===== config.mk =====
export PLATFORM = sky130hd
export DESIGN_NAME = corr_bpred
export DESIGN_NICKNAME = d
export VERILOG_FILES = /design/src/rtl/bp_pkg.sv /design/src/rtl/bp_history.sv /design/src/rtl/bp_index.sv /design/src/rtl/bp_counter_table.sv /design/src/rtl/corr_bpred.sv
export SDC_FILE = /design/constraint.sdc
export NUM_CORES = 2
export LEC_CHECK = 0
export BUFFER_PORTS_ARGS = -buffer_cell sky130_fd_sc_hd__buf_4
export CORE_MARGIN = 10
export CORE_UTILIZATION = 51
export CTS_CLUSTER_SIZE = 16
export DETAILED_ROUTE_END_ITERATION = 10
export PLACE_DENSITY = 0.7
export SYNTH_ARGS = -nofsm -noshare
export SYNTH_HDL_FRONTEND = slang
export SYNTH_HIERARCHICAL = 1
export SYNTH_SLANG_ARGS = --single-unit

===== constraint.sdc =====
create_clock -name clk -period 5.1 [get_ports clk]
set_input_delay 0.51 -clock clk [delete_from_list [all_inputs] [get_ports clk]]
set_output_delay 0.51 -clock clk [all_outputs]
set_load 0.02 [all_outputs]

===== src/rtl/bp_pkg.sv =====
// Package: default sizes and counter state names shared by the predictor,
// its checker and its bench.
package bp_pkg;
    localparam int BP_HIST_W   = 2;   // outcomes held in the global history
    localparam int BP_CTR_W    = 2;   // bits per saturating counter
    localparam int BP_PC_IDX_W = 6;   // address bits taken from pc[7:2]
    localparam int BP_PC_W     = 32;  // address width

    // Names of the four states of a 2-bit counter
    typedef enum logic [1:0] {
        CTR2_STRONG_NT = 2'b00,
        CTR2_WEAK_NT   = 2'b01,
        CTR2_WEAK_T    = 2'b10,
        CTR2_STRONG_T  = 2'b11
    } ctr2_e;
endpackage


===== src/rtl/bp_history.sv =====
// Global outcome history register.
// Shifts toward the upper bit and inserts bit_in at bit 0 when shift_en is set.
// Assumes HIST_W >= 1; resets to all zeros.
module bp_history #(
    parameter int HIST_W = 2
) (
    input  logic              clk,
    input  logic              rst_n,
    input  logic              shift_en,
    input  logic              bit_in,
    output logic [HIST_W-1:0] hist_o
);
    logic [HIST_W-1:0] hist_q;
    logic [HIST_W-1:0] hist_nxt;

    // Next history value; a one-bit history simply takes the new outcome
    generate
        if (HIST_W == 1) begin : g_single
            assign hist_nxt = bit_in;
        end else begin : g_multi
            assign hist_nxt = {hist_q[HIST_W-2:0], bit_in};
        end
    endgenerate

    // History register with synchronous reset
    always_ff @(posedge clk) begin
        if (!rst_n) begin
            hist_q <= '0;
        end else if (shift_en) begin
            hist_q <= hist_nxt;
        end
    end

    assign hist_o = hist_q;
endmodule


===== src/rtl/bp_index.sv =====
// Table index former: history in the upper bits, pc[PC_IDX_W+1:2] below it.
// Purely combinational. Assumes PC_W > PC_IDX_W + 2.
module bp_index #(
    parameter int HIST_W   = 2,
    parameter int PC_IDX_W = 6,
    parameter int PC_W     = 32,
    localparam int IDX_W   = HIST_W + PC_IDX_W
) (
    input  logic [HIST_W-1:0] hist_i,
    input  logic [PC_W-1:0]   pc_i,
    output logic [IDX_W-1:0]  idx_o
);
    logic unused_pc_bits;

    // Join history and word-address bits into one table index
    assign idx_o = {hist_i, pc_i[PC_IDX_W+1:2]};

    // Byte-offset and upper address bits are deliberately ignored
    assign unused_pc_bits = ^{pc_i[PC_W-1:PC_IDX_W+2], pc_i[1:0]};
endmodule


===== src/rtl/bp_counter_table.sv =====
// Table of saturating direction counters.
// One read port (combinational, returns the counter's top bit) and one write
// port that steps the addressed counter toward wr_up, saturating at both ends.
// Reset loads every counter with the weak not-taken value 0b01..1.
// Assumes CTR_W >= 2.
module bp_counter_table #(
    parameter int IDX_W = 8,
    parameter int CTR_W = 2,
    localparam int DEPTH = 1 << IDX_W
) (
    input  logic                   clk,
    input  logic                   rst_n,
    input  logic [IDX_W-1:0]       rd_idx,
    output logic                   rd_msb,
    input  logic                   wr_en,
    input  logic [IDX_W-1:0]       wr_idx,
    input  logic                   wr_up,
    output logic [DEPTH*CTR_W-1:0] ctr_flat
);
    localparam logic [CTR_W-1:0] C_INIT = {1'b0, {(CTR_W-1){1'b1}}};
    localparam logic [CTR_W-1:0] C_MAX  = '1;
    localparam logic [CTR_W-1:0] C_MIN  = '0;

    logic [CTR_W-1:0] ctr_arr [DEPTH];
    logic [CTR_W-1:0] rd_ctr;

    generate
        for (genvar g = 0; g < DEPTH; g++) begin : g_ctr
            logic [CTR_W-1:0] cq;
            logic             hit;

            assign hit = wr_en && (wr_idx == IDX_W'(g));

            // Per-entry counter: saturating step on a write hit
            always_ff @(posedge clk) begin
                if (!rst_n) begin
                    cq <= C_INIT;
                end else if (hit) begin
                    if (wr_up && (cq != C_MAX)) begin
                        cq <= cq + 1'b1;
                    end else if (!wr_up && (cq != C_MIN)) begin
                        cq <= cq - 1'b1;
                    end
                end
            end

            assign ctr_arr[g]                    = cq;
            assign ctr_flat[g*CTR_W +: CTR_W]    = cq;
        end
    endgenerate

    // Read port: select the counter and take its direction bit
    assign rd_ctr = ctr_arr[rd_idx];
    assign rd_msb = rd_ctr[CTR_W-1];
endmodule


===== src/rtl/corr_bpred.sv =====
// Correlating branch predictor top.
// Lookup: index = {global history, pred_pc word bits}; the guess is the
// counter's top bit, returned combinationally with the history used.
// Update: the counter chosen by the carried history (upd_hist) steps toward
// the outcome, and the outcome is shifted into the history, on one edge.
// Assumes the pipeline carries pred_hist to upd_hist unchanged.
module corr_bpred
    import bp_pkg::*;
#(
    parameter int HIST_W   = BP_HIST_W,
    parameter int CTR_W    = BP_CTR_W,
    parameter int PC_IDX_W = BP_PC_IDX_W,
    parameter int PC_W     = BP_PC_W
) (
    input  logic              clk,
    input  logic              rst_n,
    input  logic [PC_W-1:0]   pred_pc,
    output logic              pred_taken,
    output logic [HIST_W-1:0] pred_hist,
    input  logic              upd_valid,
    input  logic [PC_W-1:0]   upd_pc,
    input  logic              upd_taken,
    input  logic [HIST_W-1:0] upd_hist
);
    localparam int IDX_W = HIST_W + PC_IDX_W;
    localparam int DEPTH = 1 << IDX_W;

    logic [HIST_W-1:0]      hist_q;
    logic [IDX_W-1:0]       rd_idx;
    logic [IDX_W-1:0]       wr_idx;
    logic [DEPTH*CTR_W-1:0] ctr_flat;

    // Global history of resolved outcomes
    bp_history #(.HIST_W(HIST_W)) u_hist (
        .clk      (clk),
        .rst_n    (rst_n),
        .shift_en (upd_valid),
        .bit_in   (upd_taken),
        .hist_o   (hist_q)
    );

    // Lookup index from the live history
    bp_index #(.HIST_W(HIST_W), .PC_IDX_W(PC_IDX_W), .PC_W(PC_W)) u_rd_ix (
        .hist_i (hist_q),
        .pc_i   (pred_pc),
        .idx_o  (rd_idx)
    );

    // Update index from the history carried with the branch
    bp_index #(.HIST_W(HIST_W), .PC_IDX_W(PC_IDX_W), .PC_W(PC_W)) u_wr_ix (
        .hist_i (upd_hist),
        .pc_i   (upd_pc),
        .idx_o  (wr_idx)
    );

    // Counter table
    bp_counter_table #(.IDX_W(IDX_W), .CTR_W(CTR_W)) u_tab (
        .clk      (clk),
        .rst_n    (rst_n),
        .rd_idx   (rd_idx),
        .rd_msb   (pred_taken),
        .wr_en    (upd_valid),
        .wr_idx   (wr_idx),
        .wr_up    (upd_taken),
        .ctr_flat (ctr_flat)
    );

    assign pred_hist = hist_q;
endmodule


==> summary.md <==
| Metric | Value |
|---|---|
| CTS buffer count | 56 |
| Initial core utilization | 51.8% |
| Crit path max fanout | 37 |
| Post-synth top flop | dfxtp_1 |
| Post_cts resized | 0 |
| DR iter-0 viols | 2852 |
| CP max-delay cell | nor4b_1 |
| CTS H-tree lvls | 2 |
| Hold Fails Final Rpt | 0 |
| Worst Tran Pin Value | 1.17 ns |
| CTS sink count | 514 |
| Min Tclk post-route | 4.09 ns |
| Top Ports | 73 |
| Levels on crit path | 7 |
| DRC viols | 0 |
| Root Driver | clkbuf_16 |
| Mapped cell area | 0.0294 sq mm |
| Final Util | 55.5% |
| HP Start | rst_n |
| Synthesized area per cell | 7.75 sq um |
| Leading cell types in the layout, fill and taps excluded | nand2_1, dfxtp_1, nor2_1 |
| Reg2Reg Setup Slack | 4.03 ns |
| Setup crit end kind | output port |
| Asr flop ratio synth | 0% |
| Max-slew violations | 0 |
| Static leakage | 11.5 nW |
| Area growth from synthesis to layout | 7.26% |
| CTS tree | built |
| Largest net degree at the start of global routing | 183 |
| Fin nets | 3674 |
| First-pass GRT wire length | 128 mm |
| Critical path arrival | 3.58 ns |
| Worst hold path class | in2reg |
| Final TNS setup | 0 ns |
| PD cells | 294 mW/mm^2 |
| Die width | 260 um |
| Cell mode on critical path | buf_4 |
| IO Port Bufs | 20 |
| Clock Latency Late Sink | 0.62 ns |
| Cell variety after synth | 61 |
| CP Launch Type | primary input |
| CP delay by family, top | simple AND/OR/NAND/NOR gates |
| CP peak stage delay | 0.71 ns |
| Number of antenna violations at the first check in global routing | 3 |
| EDFF count, synth | 0 |
| Wirelength, routed | 81.1 mm |
| Crit share post-route | 80.2% |
| Initial DRT Pass Iterations | 6 |
| Via count | 27400 |
| Clock Path Buffers | 3 |
| Vias in the first global route | 23700 |
| Cell count after synthesis | 3790 |
| Die ar. | 0.0676 sq mm |
| Worst reg2reg path startpoint | u_tab/g_ctr[228].cq[0] |
| R2R cell count | 4 |
| Syn. warnings | 6 |
| Reg-to-reg endpoint | u_tab/g_ctr[228].cq[0] |
| Hold-fix buffers, CTS | 0 |
| HPWL after DPL | 48.6 mm |
| Final setup violation count | 0 |
| RSZ-0062 raised after global routing | false |
| CP bufs+invs | 2 |
| Layout cells sized above 1 | 5.27% |
| Vias per cell | 6.22 |
| CP Cell Sequence | buf_4 > nand3b_1 > o22ai_1 > nor4b_1 > o31ai_1 > o41a_1 > buf_4 |
| Worst relative slew slack | 21.2% |
| CP Class | in2out |
| Hold EP | u_tab/g_ctr[249].cq[0] |
| Fill cell count | 5228 |
| Syn nets | 3860 |
| Worst vdd ir | 0.262 mV |
| Core ar. | 0.0567 sq mm |
| Fmax | 244 MHz |
| Total grt overflow | 0 |
| Row Count | 87 |
| Sequential element share of the synthesized area | 35.0% |
| Crit path required time | 4.59 ns |
| Per-cell routed wire length | 18.4 um |
| CTS clk-pin slew, worst paths | 0.06 ns |
| Count of cells along the worst hold path | 2 |
| Outcome | complete, no violations |
| Most common cell after layout, fill and taps aside | nand2_1 |
| Post-CTS setup buffers | 0 |
| Total Routing Usage GR | 22.9% |
| Placer congestion estimate | 0.859 |
| Max-capacitance violation count | 0 |
| Final ANT Viol Nets | 0 |
| Seq cells post-synth | 514 |
| Antenna cells | 0 |
| Die height | 260 um |
| Skew final | 0.00689 ns |
## cell usage after synthesis, drive strengths merged, types with 40 or more instances
master	number	area (sq um)
mux2i	65	651
o31ai	156	1170
nor3	80	400
o21ai	186	931
clkbuf	270	1010
nand2b	83	519
nor2	505	1900
and3	106	663
nand2	533	2000
a21oi	241	1210
nand3b	160	1200
a21o	157	1180
a21boi	251	1880
buf	40	262
dfxtp	514	10300
o221ai	234	2050
## metal layers
metal	vias to the layer above	GRT usage [%]	wire length, um
li1	13600	-	-
met1	12900	30.9	36900
met2	760	36.3	36300
met3	137	3.88	5500
met4	4	7.88	2290
met5	-	0	46
## stage by stage
step                setup WS (ns)  hold slack, ns  cells  area, sq um  power, mW
global route                0.918           0.394   4402        31500       9.56
detailed placement           1.12           0.498   4302        29700       5.19
CTS                          1.09           0.345   4402        31500       9.33
floorplan                    1.91           0.462   3790        29400       4.96
finish                       1.01           0.320   4402        31500       9.26
global placement             1.12           0.494   4302        29700       5.18
## sequential cells by signal, summed over array words and instances (netlist names)
signal          count
u_hist/hist_o       2
u_tab/g_ctr.cq    512
## final cells by class
| type | count | area (sq um) | area share (%) |
|---|---|---|---|
| Multi-Input combinational cell | 2962 | 17800 | 56.5 |
| Sequential cell | 514 | 10300 | 32.7 |
| Clock buffer | 82 | 1610 | 5.12 |
| Tap cell | 756 | 946 | 3.00 |
| Timing Repair Buffer | 66 | 611 | 1.94 |
| Clock inverter | 18 | 226 | 0.719 |
| Inverter | 4 | 15.0 | 0.0477 |
## where the power goes
part	leakage, nW	internal [mW]	switching, mW
Combinational	6.41	0.320	0.496
Sequential	4.16	4.15	0.151
Clock	0.910	2.43	1.71
Total	11.5	6.90	2.36
## how the worst max path moves through the flow
stage                           from          to  slack [ns]
final                     pred_pc[3]  pred_taken        1.01
after global routing      pred_pc[3]  pred_taken        0.92
after CTS                 pred_pc[3]  pred_taken        1.09
after detailed placement  pred_pc[3]  pred_taken        1.12
after global placement    pred_pc[3]  pred_taken        1.12
after floorplan           pred_pc[2]  pred_taken        1.91
## kinds of logic after synthesis
logic type / after synthesis / synth area share, %
AO/OA/AOI/OAI: 1293 / 30.4
buffers and inverters: 314 / 4.39
flip-flops: 514 / 35.0
multiplexers: 106 / 5.14
AND/OR/NAND/NOR: 1563 / 25.0
(Power assumes the default switching activity.)
